### config.mk
export PLATFORM = sky130hd
export DESIGN_NAME = i2c_stat_flags
export DESIGN_NICKNAME = d
export VERILOG_FILES = /design/src/rtl/i2c_stat_pkg.sv /design/src/rtl/i2c_stat_txguard.sv /design/src/rtl/i2c_stat_core.sv /design/src/rtl/i2c_stat_pack.sv /design/src/rtl/i2c_stat_flags.sv
export SDC_FILE = /design/constraint.sdc
export NUM_CORES = 1
export LEC_CHECK = 0
export ABC_CLOCK_PERIOD_IN_PS = 1220
export BUFFER_PORTS_ARGS = -buffer_cell sky130_fd_sc_hd__buf_4
export CAP_MARGIN = 20
export CELL_PAD_IN_SITES_DETAIL_PLACEMENT = 2
export CELL_PAD_IN_SITES_GLOBAL_PLACEMENT = 2
export CORE_MARGIN = 1
export CORE_UTILIZATION = 14
export DETAILED_ROUTE_END_ITERATION = 8
export GPL_TIMING_DRIVEN = 0
export PLACE_DENSITY = 0.87
export SYNTH_ARGS = -nofsm -noshare
export SYNTH_HDL_FRONTEND = slang
export SYNTH_HIERARCHICAL = 1
export SYNTH_SLANG_ARGS = --single-unit
### constraint.sdc
create_clock -name clk -period 1.22 [get_ports clk]
set_input_delay 0.122 -clock clk [delete_from_list [all_inputs] [get_ports clk]]
set_output_delay 0.122 -clock clk [all_outputs]
set_load 0.1 [all_outputs]
### src/rtl/i2c_stat_pkg.sv
package i2c_stat_pkg;
    localparam int STAT_W_MIN = 16;
    localparam int B_ACK   = 15;
    localparam int B_TXB   = 14;
    localparam int B_COLL  = 10;
    localparam int B_GC    = 9;
    localparam int B_A10   = 8;
    localparam int B_WCOL  = 7;
    localparam int B_OVF   = 6;
    localparam int B_DNA   = 5;
    localparam int LIVE_W  = 5;

    typedef struct packed {
        logic ack_nack;
        logic tx_busy;
        logic bus_coll;
        logic gcall;
        logic addr10;
        logic wr_coll;
        logic rx_ovf;
        logic data_not_addr;
    } flags_t;
endpackage

### src/rtl/i2c_stat_txguard.sv
module i2c_stat_txguard (
    input  logic en,
    input  logic txbuf_wr,
    input  logic bus_busy,
    output logic wcol_evt,
    output logic txbuf_load
);
    always_comb begin
        wcol_evt   = en & txbuf_wr & bus_busy;
        txbuf_load = en & txbuf_wr & ~bus_busy;
    end
endmodule

### src/rtl/i2c_stat_core.sv
module i2c_stat_core
    import i2c_stat_pkg::*;
(
    input  logic   clk,
    input  logic   rst_n,
    input  logic   en,
    input  logic   ev_tx_start,
    input  logic   ev_ack_done,
    input  logic   ack_nack,
    input  logic   ev_bus_coll,
    input  logic   ev_gcall_hit,
    input  logic   ev_addr10_hit,
    input  logic   ev_stop,
    input  logic   ev_addr_hit,
    input  logic   ev_data_rx,
    input  logic   ev_rx_xfer,
    input  logic   rx_full,
    input  logic   wcol_evt,
    input  logic   clr_wcol,
    input  logic   clr_ovf,
    output flags_t flags_q
);
    flags_t flags_d;

    always_comb begin
        flags_d = flags_q;
        if (ev_ack_done) begin
            flags_d.ack_nack = ack_nack;
            flags_d.tx_busy  = 1'b0;
        end
        if (ev_tx_start)               flags_d.tx_busy       = 1'b1;
        if (ev_bus_coll)               flags_d.bus_coll      = 1'b1;
        if (ev_stop) begin
            flags_d.gcall  = 1'b0;
            flags_d.addr10 = 1'b0;
        end
        if (ev_gcall_hit)              flags_d.gcall         = 1'b1;
        if (ev_addr10_hit)             flags_d.addr10        = 1'b1;
        if (clr_wcol)                  flags_d.wr_coll       = 1'b0;
        if (wcol_evt)                  flags_d.wr_coll       = 1'b1;
        if (clr_ovf)                   flags_d.rx_ovf        = 1'b0;
        if (ev_rx_xfer && rx_full)     flags_d.rx_ovf        = 1'b1;
        if (ev_addr_hit)               flags_d.data_not_addr = 1'b0;
        if (ev_data_rx)                flags_d.data_not_addr = 1'b1;
        if (!en)                       flags_d               = '0;
    end

    always_ff @(posedge clk or negedge rst_n) begin
        if (!rst_n) flags_q <= '0;
        else        flags_q <= flags_d;
    end
endmodule

### src/rtl/i2c_stat_pack.sv
module i2c_stat_pack
    import i2c_stat_pkg::*;
#(
    parameter int STAT_W = 32
) (
    input  logic              en,
    input  flags_t            flags,
    input  logic [LIVE_W-1:0] live,
    output logic [STAT_W-1:0] word
);
    always_comb begin
        word         = '0;
        word[B_ACK]  = flags.ack_nack;
        word[B_TXB]  = flags.tx_busy;
        word[B_COLL] = flags.bus_coll;
        word[B_GC]   = flags.gcall;
        word[B_A10]  = flags.addr10;
        word[B_WCOL] = flags.wr_coll;
        word[B_OVF]  = flags.rx_ovf;
        word[B_DNA]  = flags.data_not_addr;
        for (int i = 0; i < LIVE_W; i++) begin
            word[i] = en & live[i];
        end
    end
endmodule

### src/rtl/i2c_stat_flags.sv
module i2c_stat_flags
    import i2c_stat_pkg::*;
#(
    parameter int STAT_W = 32
) (
    input  logic              clk,
    input  logic              rst_n,
    input  logic              mod_en,
    input  logic              ev_tx_start,
    input  logic              ev_ack_done,
    input  logic              ack_nack,
    input  logic              ev_bus_coll,
    input  logic              ev_gcall_hit,
    input  logic              ev_addr10_hit,
    input  logic              ev_stop,
    input  logic              ev_addr_hit,
    input  logic              ev_data_rx,
    input  logic              ev_rx_xfer,
    input  logic              lv_stop,
    input  logic              lv_start,
    input  logic              lv_read,
    input  logic              lv_rx_full,
    input  logic              lv_tx_full,
    input  logic              bus_busy,
    input  logic              stat_wr,
    input  logic [STAT_W-1:0] stat_wdata,
    input  logic              txbuf_wr,
    output logic              txbuf_load,
    output logic [STAT_W-1:0] stat_word
);
    flags_t            flags_q;
    logic              wcol_evt;
    logic              clr_wcol;
    logic              clr_ovf;
    logic [LIVE_W-1:0] live;

    always_comb begin
        clr_wcol = stat_wr & ~stat_wdata[B_WCOL];
        clr_ovf  = stat_wr & ~stat_wdata[B_OVF];
        live     = {lv_stop, lv_start, lv_read, lv_rx_full, lv_tx_full};
    end

    i2c_stat_txguard u_guard (
        .en         (mod_en),
        .txbuf_wr   (txbuf_wr),
        .bus_busy   (bus_busy),
        .wcol_evt   (wcol_evt),
        .txbuf_load (txbuf_load)
    );

    i2c_stat_core u_core (
        .clk           (clk),
        .rst_n         (rst_n),
        .en            (mod_en),
        .ev_tx_start   (ev_tx_start),
        .ev_ack_done   (ev_ack_done),
        .ack_nack      (ack_nack),
        .ev_bus_coll   (ev_bus_coll),
        .ev_gcall_hit  (ev_gcall_hit),
        .ev_addr10_hit (ev_addr10_hit),
        .ev_stop       (ev_stop),
        .ev_addr_hit   (ev_addr_hit),
        .ev_data_rx    (ev_data_rx),
        .ev_rx_xfer    (ev_rx_xfer),
        .rx_full       (lv_rx_full),
        .wcol_evt      (wcol_evt),
        .clr_wcol      (clr_wcol),
        .clr_ovf       (clr_ovf),
        .flags_q       (flags_q)
    );

    i2c_stat_pack #(.STAT_W(STAT_W)) u_pack (
        .en    (mod_en),
        .flags (flags_q),
        .live  (live),
        .word  (stat_word)
    );
endmodule

==> flow_summary.rst, run 1 <==
.. list-table::
   :header-rows: 1

   * - Metric
     - Value
   * - Result of the run
     - finished, final reports clean
   * - Deepest level of the CTS H-tree
     - 1
   * - Non-Filler Cell Area, Final
     - 1040 um2
   * - Number of port buffers
     - 36
   * - Post-Route Skew
     - 0 ns
   * - Io pins
     - 86
   * - Worst Setup Start Kind
     - flop
   * - Maximum number of pins on one net before global-route repair
     - 16
   * - Vias per inst
     - between 3 and 4
   * - DRT Wirelength
     - roughly 1800 um
   * - Detailed-route via count
     - 559
   * - Max Slew Vio Count
     - 0
   * - Total congestion overflow
     - 0
   * - Clk sink count
     - 8
   * - Most frequent cells in the layout
     - sky130_fd_sc_hd__buf_4 (63), sky130_fd_sc_hd__conb_1 (19), sky130_fd_sc_hd__dfrtp_1 (8), sky130_fd_sc_hd__nor2b_1 (6), sky130_fd_sc_hd__o21a_1 (6)
   * - CTS tree
     - done
   * - Setup bufs post-CTS
     - 0
   * - TritonRoute pass-1 iters
     - 4
   * - End of the worst register-to-register path
     - u_core/flags_q[3]$_DFFE_PN0P_
   * - Worst min path class
     - in -> reg
   * - Placer congestion estimate
     - approximately 0.59
   * - Count of standard-cell rows
     - 23
   * - Number of nets in the finished design
     - between 150 and 200
   * - Area of the placeable core
     - slightly above 4000 um2
   * - Mux contribution to synthesized area
     - 1.69%
   * - Total die area
     - ~4500 um2
   * - Post-CTS Hold Fix Bufs
     - 1
   * - Static Leakage
     - 0.594 nW
   * - Core Util, Final
     - between 20% and 30%
   * - Layout cells sized above 1
     - 58.0%
   * - Post-Synthesis Mean Instance Area
     - 9.70 um2
   * - Most flops, register
     - u_core/flags_q
   * - Master cell of the clock root buffer
     - sky130_fd_sc_hd__clkbuf_8
   * - Total DRC errors in the routed layout
     - 0
   * - Compound-gate portion of the synthesized area
     - 8.88%
   * - # diodes
     - 0
   * - Area growth from synthesis to final layout
     - 76.3%
   * - Vias in the first global route
     - about 640
   * - Final-report hold violation count
     - 0
   * - Clock-pin slew on the worst setup and hold paths
     - ~0.040 ns
   * - Routed WL per cell
     - about 11 um
   * - Power per unit of standard cell area
     - ~1200 nW/um2
   * - Cts repair resizes
     - 0
   * - Clock insertion delay at the later pin of the skew report
     - around 0.22 ns
   * - HPWL after detailed placement
     - between 1500 and 2000 um
   * - Peak supply drop
     - ~0.26 mV
   * - Design Power
     - around 0.0013 W
   * - Xor and xnor area share after synthesis
     - 0%
   * - DIE WIDTH
     - ~67 um
   * - CP arrival
     - about 0.96 ns
   * - Remaining antenna violation count after routing
     - 0
   * - Beginning of the critical path
     - u_core/flags_q[0]$_DFFE_PN0P_
   * - Total Neg Setup Slack
     - 0 ns
   * - Initial Utilization
     - around 15%
   * - Total CTS buffers
     - 3
   * - Post-synth design cell area
     - just under 600 um2
   * - FF-to-FF setup slack
     - around 0.43 ns
   * - Element type at the critical path end
     - primary output
   * - Adder and majority gate portion of the synthesized area
     - 0%
   * - Commonest non-fill, non-tap cell in the layout
     - sky130_fd_sc_hd__buf_4
   * - Count of unique library cells instantiated by Yosys
     - 13
   * - Critical path destination
     - stat_word[5]
   * - Unrepaired setup endpoints after global routing
     - no
   * - First-iteration detailed-routing DRC count
     - 3
   * - Tmin final
     - 1.08 ns
   * - Critical path class
     - reg -> out
   * - Number of instances in the synthesized netlist
     - 61
   * - Seq cells post-synth
     - 8
   * - Final Setup Violations
     - 0
   * - Overall track demand over capacity in global routing
     - 8.50%
   * - Hold path depth
     - 2
   * - Number of warnings issued by yosys
     - 6
   * - Sequential element share of the synthesized area
     - about a third
   * - Largest registers
     - u_core/flags_q (8)
   * - Placed Area
     - a little under 1000 um2
   * - Critical Path RT
     - approximately 1.1 ns
   * - Global-route wire length before repair
     - around 2700 um
   * - Worst Reg-to-Reg Cells
     - 2
   * - Crit Reg-Reg Startpoint
     - u_core/flags_q[3]$_DFFE_PN0P_
   * - Synth Area in Simple Gates
     - 20.7%
   * - Combinational family with the most area after synthesis
     - buffers and inverters
   * - Crit share post-route
     - between 80% and 90%
   * - Max reg flops
     - 8
   * - Number of violations of the max-capacitance limit
     - 0
   * - Buffer levels on the longest clock path
     - 2
   * - Maximum frequency from static timing analysis
     - 923 MHz
   * - Antenna violations before repair
     - 0
   * - Die outline height
     - ~67 um
   * - Crit path max fanout
     - 2
[logic make-up after synthesis]
family / after synthesis
buffers and inverters: 27
AND/OR/NAND/NOR: 17
AO/OA/AOI/OAI: 7
flip-flops: 8
other: 1
multiplexers: 1
[report_power, final]
group / total, W / leakage, nW / internal (W) / switching [W]
Combinational: 0.000675 / 0.469 / 0.000166 / 0.000509
Clock: 0.000314 / 0.0216 / 0.000213 / 0.000100
Sequential: 0.000291 / 0.103 / 0.000282 / 0.00000877
[worst max-delay path, cell delays in order (launching register included)]
cell                      delay, ns
sky130_fd_sc_hd__dfrtp_1       0.38
sky130_fd_sc_hd__buf_4         0.13
sky130_fd_sc_hd__buf_4         0.22
[layout make-up]
class / instances / area [um2]
Fill cell: 471 / 2990
Timing Repair Buffer: 37 / 280
Multi-Input combinational cell: 44 / 256
Buffer: 27 / 203
Sequential cell: 8 / 200
Tap cell: 50 / 62.6
Clock buffer: 3 / 41.3
[routing by layer]
layer | routed length, um | vias up | GRT usage [%]
met2 | 1130 | 31 | 18.3
li1 | - | 262 | -
met5 | 0 | - | 0
met1 | 508 | 266 | 6.73
met3 | 151 | 0 | 3.08
met4 | 0 | 0 | 2.39
[worst min path at each step]
stage	start	to	slack, ns
floorplan	rst_n	u_core/flags_q[0]$_DFFE_PN0P_	-0.17
global placement	rst_n	u_core/flags_q[1]$_DFFE_PN0P_	-0.05
detailed placement	rst_n	u_core/flags_q[6]$_DFFE_PN0P_	-0.05
CTS	ev_bus_coll	u_core/flags_q[5]$_DFFE_PN0P_	0.12
global route	ev_data_rx	u_core/flags_q[0]$_DFFE_PN0P_	0.12
finish	ev_data_rx	u_core/flags_q[0]$_DFFE_PN0P_	0.12
[metrics by stage]
step	cells	setup WS, ns	hold slack [ns]
2_1_floorplan	79	0.147	-0.174
3_3_place_gp	165	0.349	-0.0501
3_5_place_dp	165	0.332	-0.0464
4_1_cts	169	0.115	0.116
5_1_grt	169	0.0959	0.118
6_report	169	0.137	0.119
[synth_stat cells]
library cell               number  area (um2)
sky130_fd_sc_hd__a21boi_1       1        7.51
sky130_fd_sc_hd__mux2i_1        1        10.0
sky130_fd_sc_hd__and3_2         1        7.51
sky130_fd_sc_hd__and2_1         5        31.3
sky130_fd_sc_hd__nand2b_1       1        6.26
sky130_fd_sc_hd__nand2_1        1        3.75
sky130_fd_sc_hd__nor2b_4        2        27.5
sky130_fd_sc_hd__dfrtp_1        8         200
sky130_fd_sc_hd__nor2b_1        6        37.5
sky130_fd_sc_hd__o21a_1         6        45.0
sky130_fd_sc_hd__buf_4         27         203
sky130_fd_sc_hd__conb_1         1        3.75
sky130_fd_sc_hd__and3b_1        1        8.76
Note: power is estimated with default switching activity, not from simulation.
==> inputs of run 2 (changes only) <==
- ABC_CLOCK_PERIOD_IN_PS: 1220 -> 1050
- CORE_UTILIZATION: 14 -> 13
- PLACE_DENSITY: 0.87 -> 0.82
- clock period: 1.22 -> 1.05 ns (I/O delays scaled with it)
==> run 2 against run 1 <==
Net effect: core utilization down 1.2 points; critical path depth unchanged; flip-flop and latch count unchanged; clock-buffer cell count unchanged; largest power group unchanged; critical path type unchanged; sequential power up 16%; hold slack worse by 0.021 ns; critical endpoint is now stat_word[6]; clock skew unchanged; largest cell class unchanged; worst setup slack worse by 0.10 ns; global-route usage down 1.7 points.
==> flow_summary.rst, run 2 (synthesis results as in run 1) <==
.. list-table::
   :header-rows: 1

   * - Metric
     - Value
   * - Global-route wire length before repair
     - 2550 um
   * - Max reg flops
     - 8
   * - Deepest level of the CTS H-tree
     - 1
   * - Largest registers
     - u_core/flags_q (8)
   * - Master cell of the clock root buffer
     - sky130_fd_sc_hd__clkbuf_8
   * - Hold Worst Slack
     - 0.0982 ns
   * - Number of violations of the max-capacitance limit
     - 0
   * - Total Neg Setup Slack
     - 0 ns
   * - Layout cells sized above 1
     - approximately 58%
   * - Vias per inst
     - 3.18
   * - Placed Area
     - between 900 and 1000 um2
   * - Critical path class
     - reg -> out
   * - Stage delay of the slowest cell on the critical path
     - ~0.37 ns
   * - Buffer levels on the longest clock path
     - 2
   * - Final-report hold violation count
     - 0
   * - Post-Route Skew
     - 0 ns
   * - Worst Reg-to-Reg Cells
     - 2
   * - Core Util, Final
     - roughly a quarter
   * - First-iteration detailed-routing DRC count
     - 11
   * - Number of nets in the finished design
     - ~170
   * - FF-to-FF setup slack
     - approximately 0.28 ns
   * - Worst min path class
     - in -> reg
   * - Place WS
     - around 0.19 ns
   * - Crit Reg-Reg Startpoint
     - u_core/flags_q[0]$_DFFE_PN0P_
   * - Placer congestion estimate
     - about 0.6
   * - # diodes
     - 0
   * - Maximum frequency from static timing analysis
     - 986 MHz
   * - CTS tree
     - done
   * - Max Slew Vio Count
     - 0
   * - End of the worst register-to-register path
     - u_core/flags_q[0]$_DFFE_PN0P_
   * - Worst hold path startpoint
     - ev_bus_coll
   * - Delay-heaviest family, CP
     - flip-flops
   * - Tmin final
     - 1.01 ns
   * - Result of the run
     - finished, final reports clean
   * - Area growth from synthesis to final layout
     - 81.8%
   * - Unrepaired setup endpoints after global routing
     - no
   * - Area of all sequential standard cells
     - roughly 200 um2
   * - Clock-pin slew on the worst setup and hold paths
     - ~0.04 ns
   * - DIE WIDTH
     - 69.5 um
   * - Die outline height
     - between 60 and 70 um
   * - Buffers & Inverters on Critical Path
     - 2
   * - Element type at the critical path end
     - primary output
   * - Commonest non-fill, non-tap cell in the layout
     - sky130_fd_sc_hd__buf_4
   * - Static Leakage
     - 0.602 nW
   * - Footprint of the multi-input gates
     - approximately 260 um2
   * - Vias in the first global route
     - about 570
   * - CP arrival
     - between 0.9 and 1 ns
   * - TritonRoute pass-1 iters
     - 2
   * - Non-Filler Cell Area, Final
     - ~1100 um2
   * - Detailed-route via count
     - around 540
   * - Most frequent cells in the layout
     - sky130_fd_sc_hd__buf_4 (55), sky130_fd_sc_hd__conb_1 (19), sky130_fd_sc_hd__buf_6 (8), sky130_fd_sc_hd__dfrtp_1 (8)
   * - Crit share post-route
     - about 97%
   * - Number of port buffers
     - 36
   * - Clock insertion delay at the later pin of the skew report
     - about 0.22 ns
   * - Io pins
     - between 80 and 90
   * - Area of the placeable core
     - approximately 4400 um2
   * - Worst Setup Start Kind
     - flop
   * - Critical-path cell with the highest stage delay
     - sky130_fd_sc_hd__dfrtp_1
   * - Post-route setup slack
     - 0.0358 ns
   * - Crit path max fanout
     - 2
   * - Total die area
     - approximately 4800 um2
   * - Peak supply drop
     - approximately 0.28 mV
   * - Count of standard-cell rows
     - 24
   * - Maximum number of pins on one net before global-route repair
     - 16
   * - DRT Wirelength
     - about 1500 um
   * - Critical Path RT
     - approximately 0.94 ns
   * - Cells traversed along the worst timing path
     - buf_4, buf_6
   * - Antenna violations before repair
     - 0
   * - Setup bufs post-CTS
     - 0
   * - Overall track demand over capacity in global routing
     - roughly 6.8%
   * - Initial Utilization
     - between 10 and 15%
   * - Total CTS buffers
     - 3
   * - Routed WL per cell
     - roughly 8.6 um
   * - Total DRC errors in the routed layout
     - 0
   * - Clk sink count
     - 8
   * - Power per unit of standard cell area
     - around 1400 nW/um2
   * - Remaining antenna violation count after routing
     - 0
   * - Endpoint with the worst hold slack
     - u_core/flags_q[5]$_DFFE_PN0P_
   * - Hold path depth
     - 2
   * - Final Setup Violations
     - 0
   * - Most flops, register
     - u_core/flags_q
   * - Number of fill cells
     - roughly 510
   * - HPWL after detailed placement
     - between 1000 and 1500 um
   * - Total congestion overflow
     - 0
## run 2: cell counts in the layout (fill, tap and decap cells not counted)
No cell type changed its count.
## run 2: repair_timing
item | in CTS | in global routing
endpoints found under the hold margin | 8 | 0
setup endpoints to repair | 7 | 1
resized for setup | 7 | 1
hold buffers | 1 | 0
## run 2: final cells by class
type / instances / area share [%]
clock buffer: 3 / 3.84
tap: 52 / 6.05
multi-input combinational: 44 / 23.8
sequential: 8 / 18.6
timing repair buffer: 37 / 28.8
buffer: 27 / 18.8
## run 2: worst max path at each step
stage,startpoint,endpoint,slack [ns],cells past startpoint
CTS,u_core/flags_q[3]$_DFFE_PN0P_,stat_word[8],0.003,2
global placement,mod_en,txbuf_load,0.20,3
finish,u_core/flags_q[1]$_DFFE_PN0P_,stat_word[6],0.04,2
global route,u_core/flags_q[1]$_DFFE_PN0P_,stat_word[6],0.007,2
floorplan,bus_busy,txbuf_load,0.01,1
detailed placement,mod_en,txbuf_load,0.19,3
## run 2: metrics by stage
step           std cells  total power (W)
6_report             171          0.00149
5_1_grt              171          0.00156
4_1_cts              171          0.00151
3_5_place_dp         167          0.00112
3_3_place_gp         167          0.00111
2_1_floorplan         79         0.000982
## run 2: layer usage
layer / global-route usage [%] / vias up / part of all wire, %
li1: - / 264 / -
met1: 6.73 / 252 / 36
met2: 12.5 / 26 / 55
met3: 1.31 / 2 / 7.3
met4: 4.76 / 0 / 1.8
met5: 0 / - / 0
## run 2: where the power goes
group	leakage (nW)	switching (W)	internal, W
clock	0.0216	0.000110	0.000247
sequential	0.103	0.00000860	0.000328
combinational	0.476	0.000589	0.000206
total	0.602	0.000707	0.000781
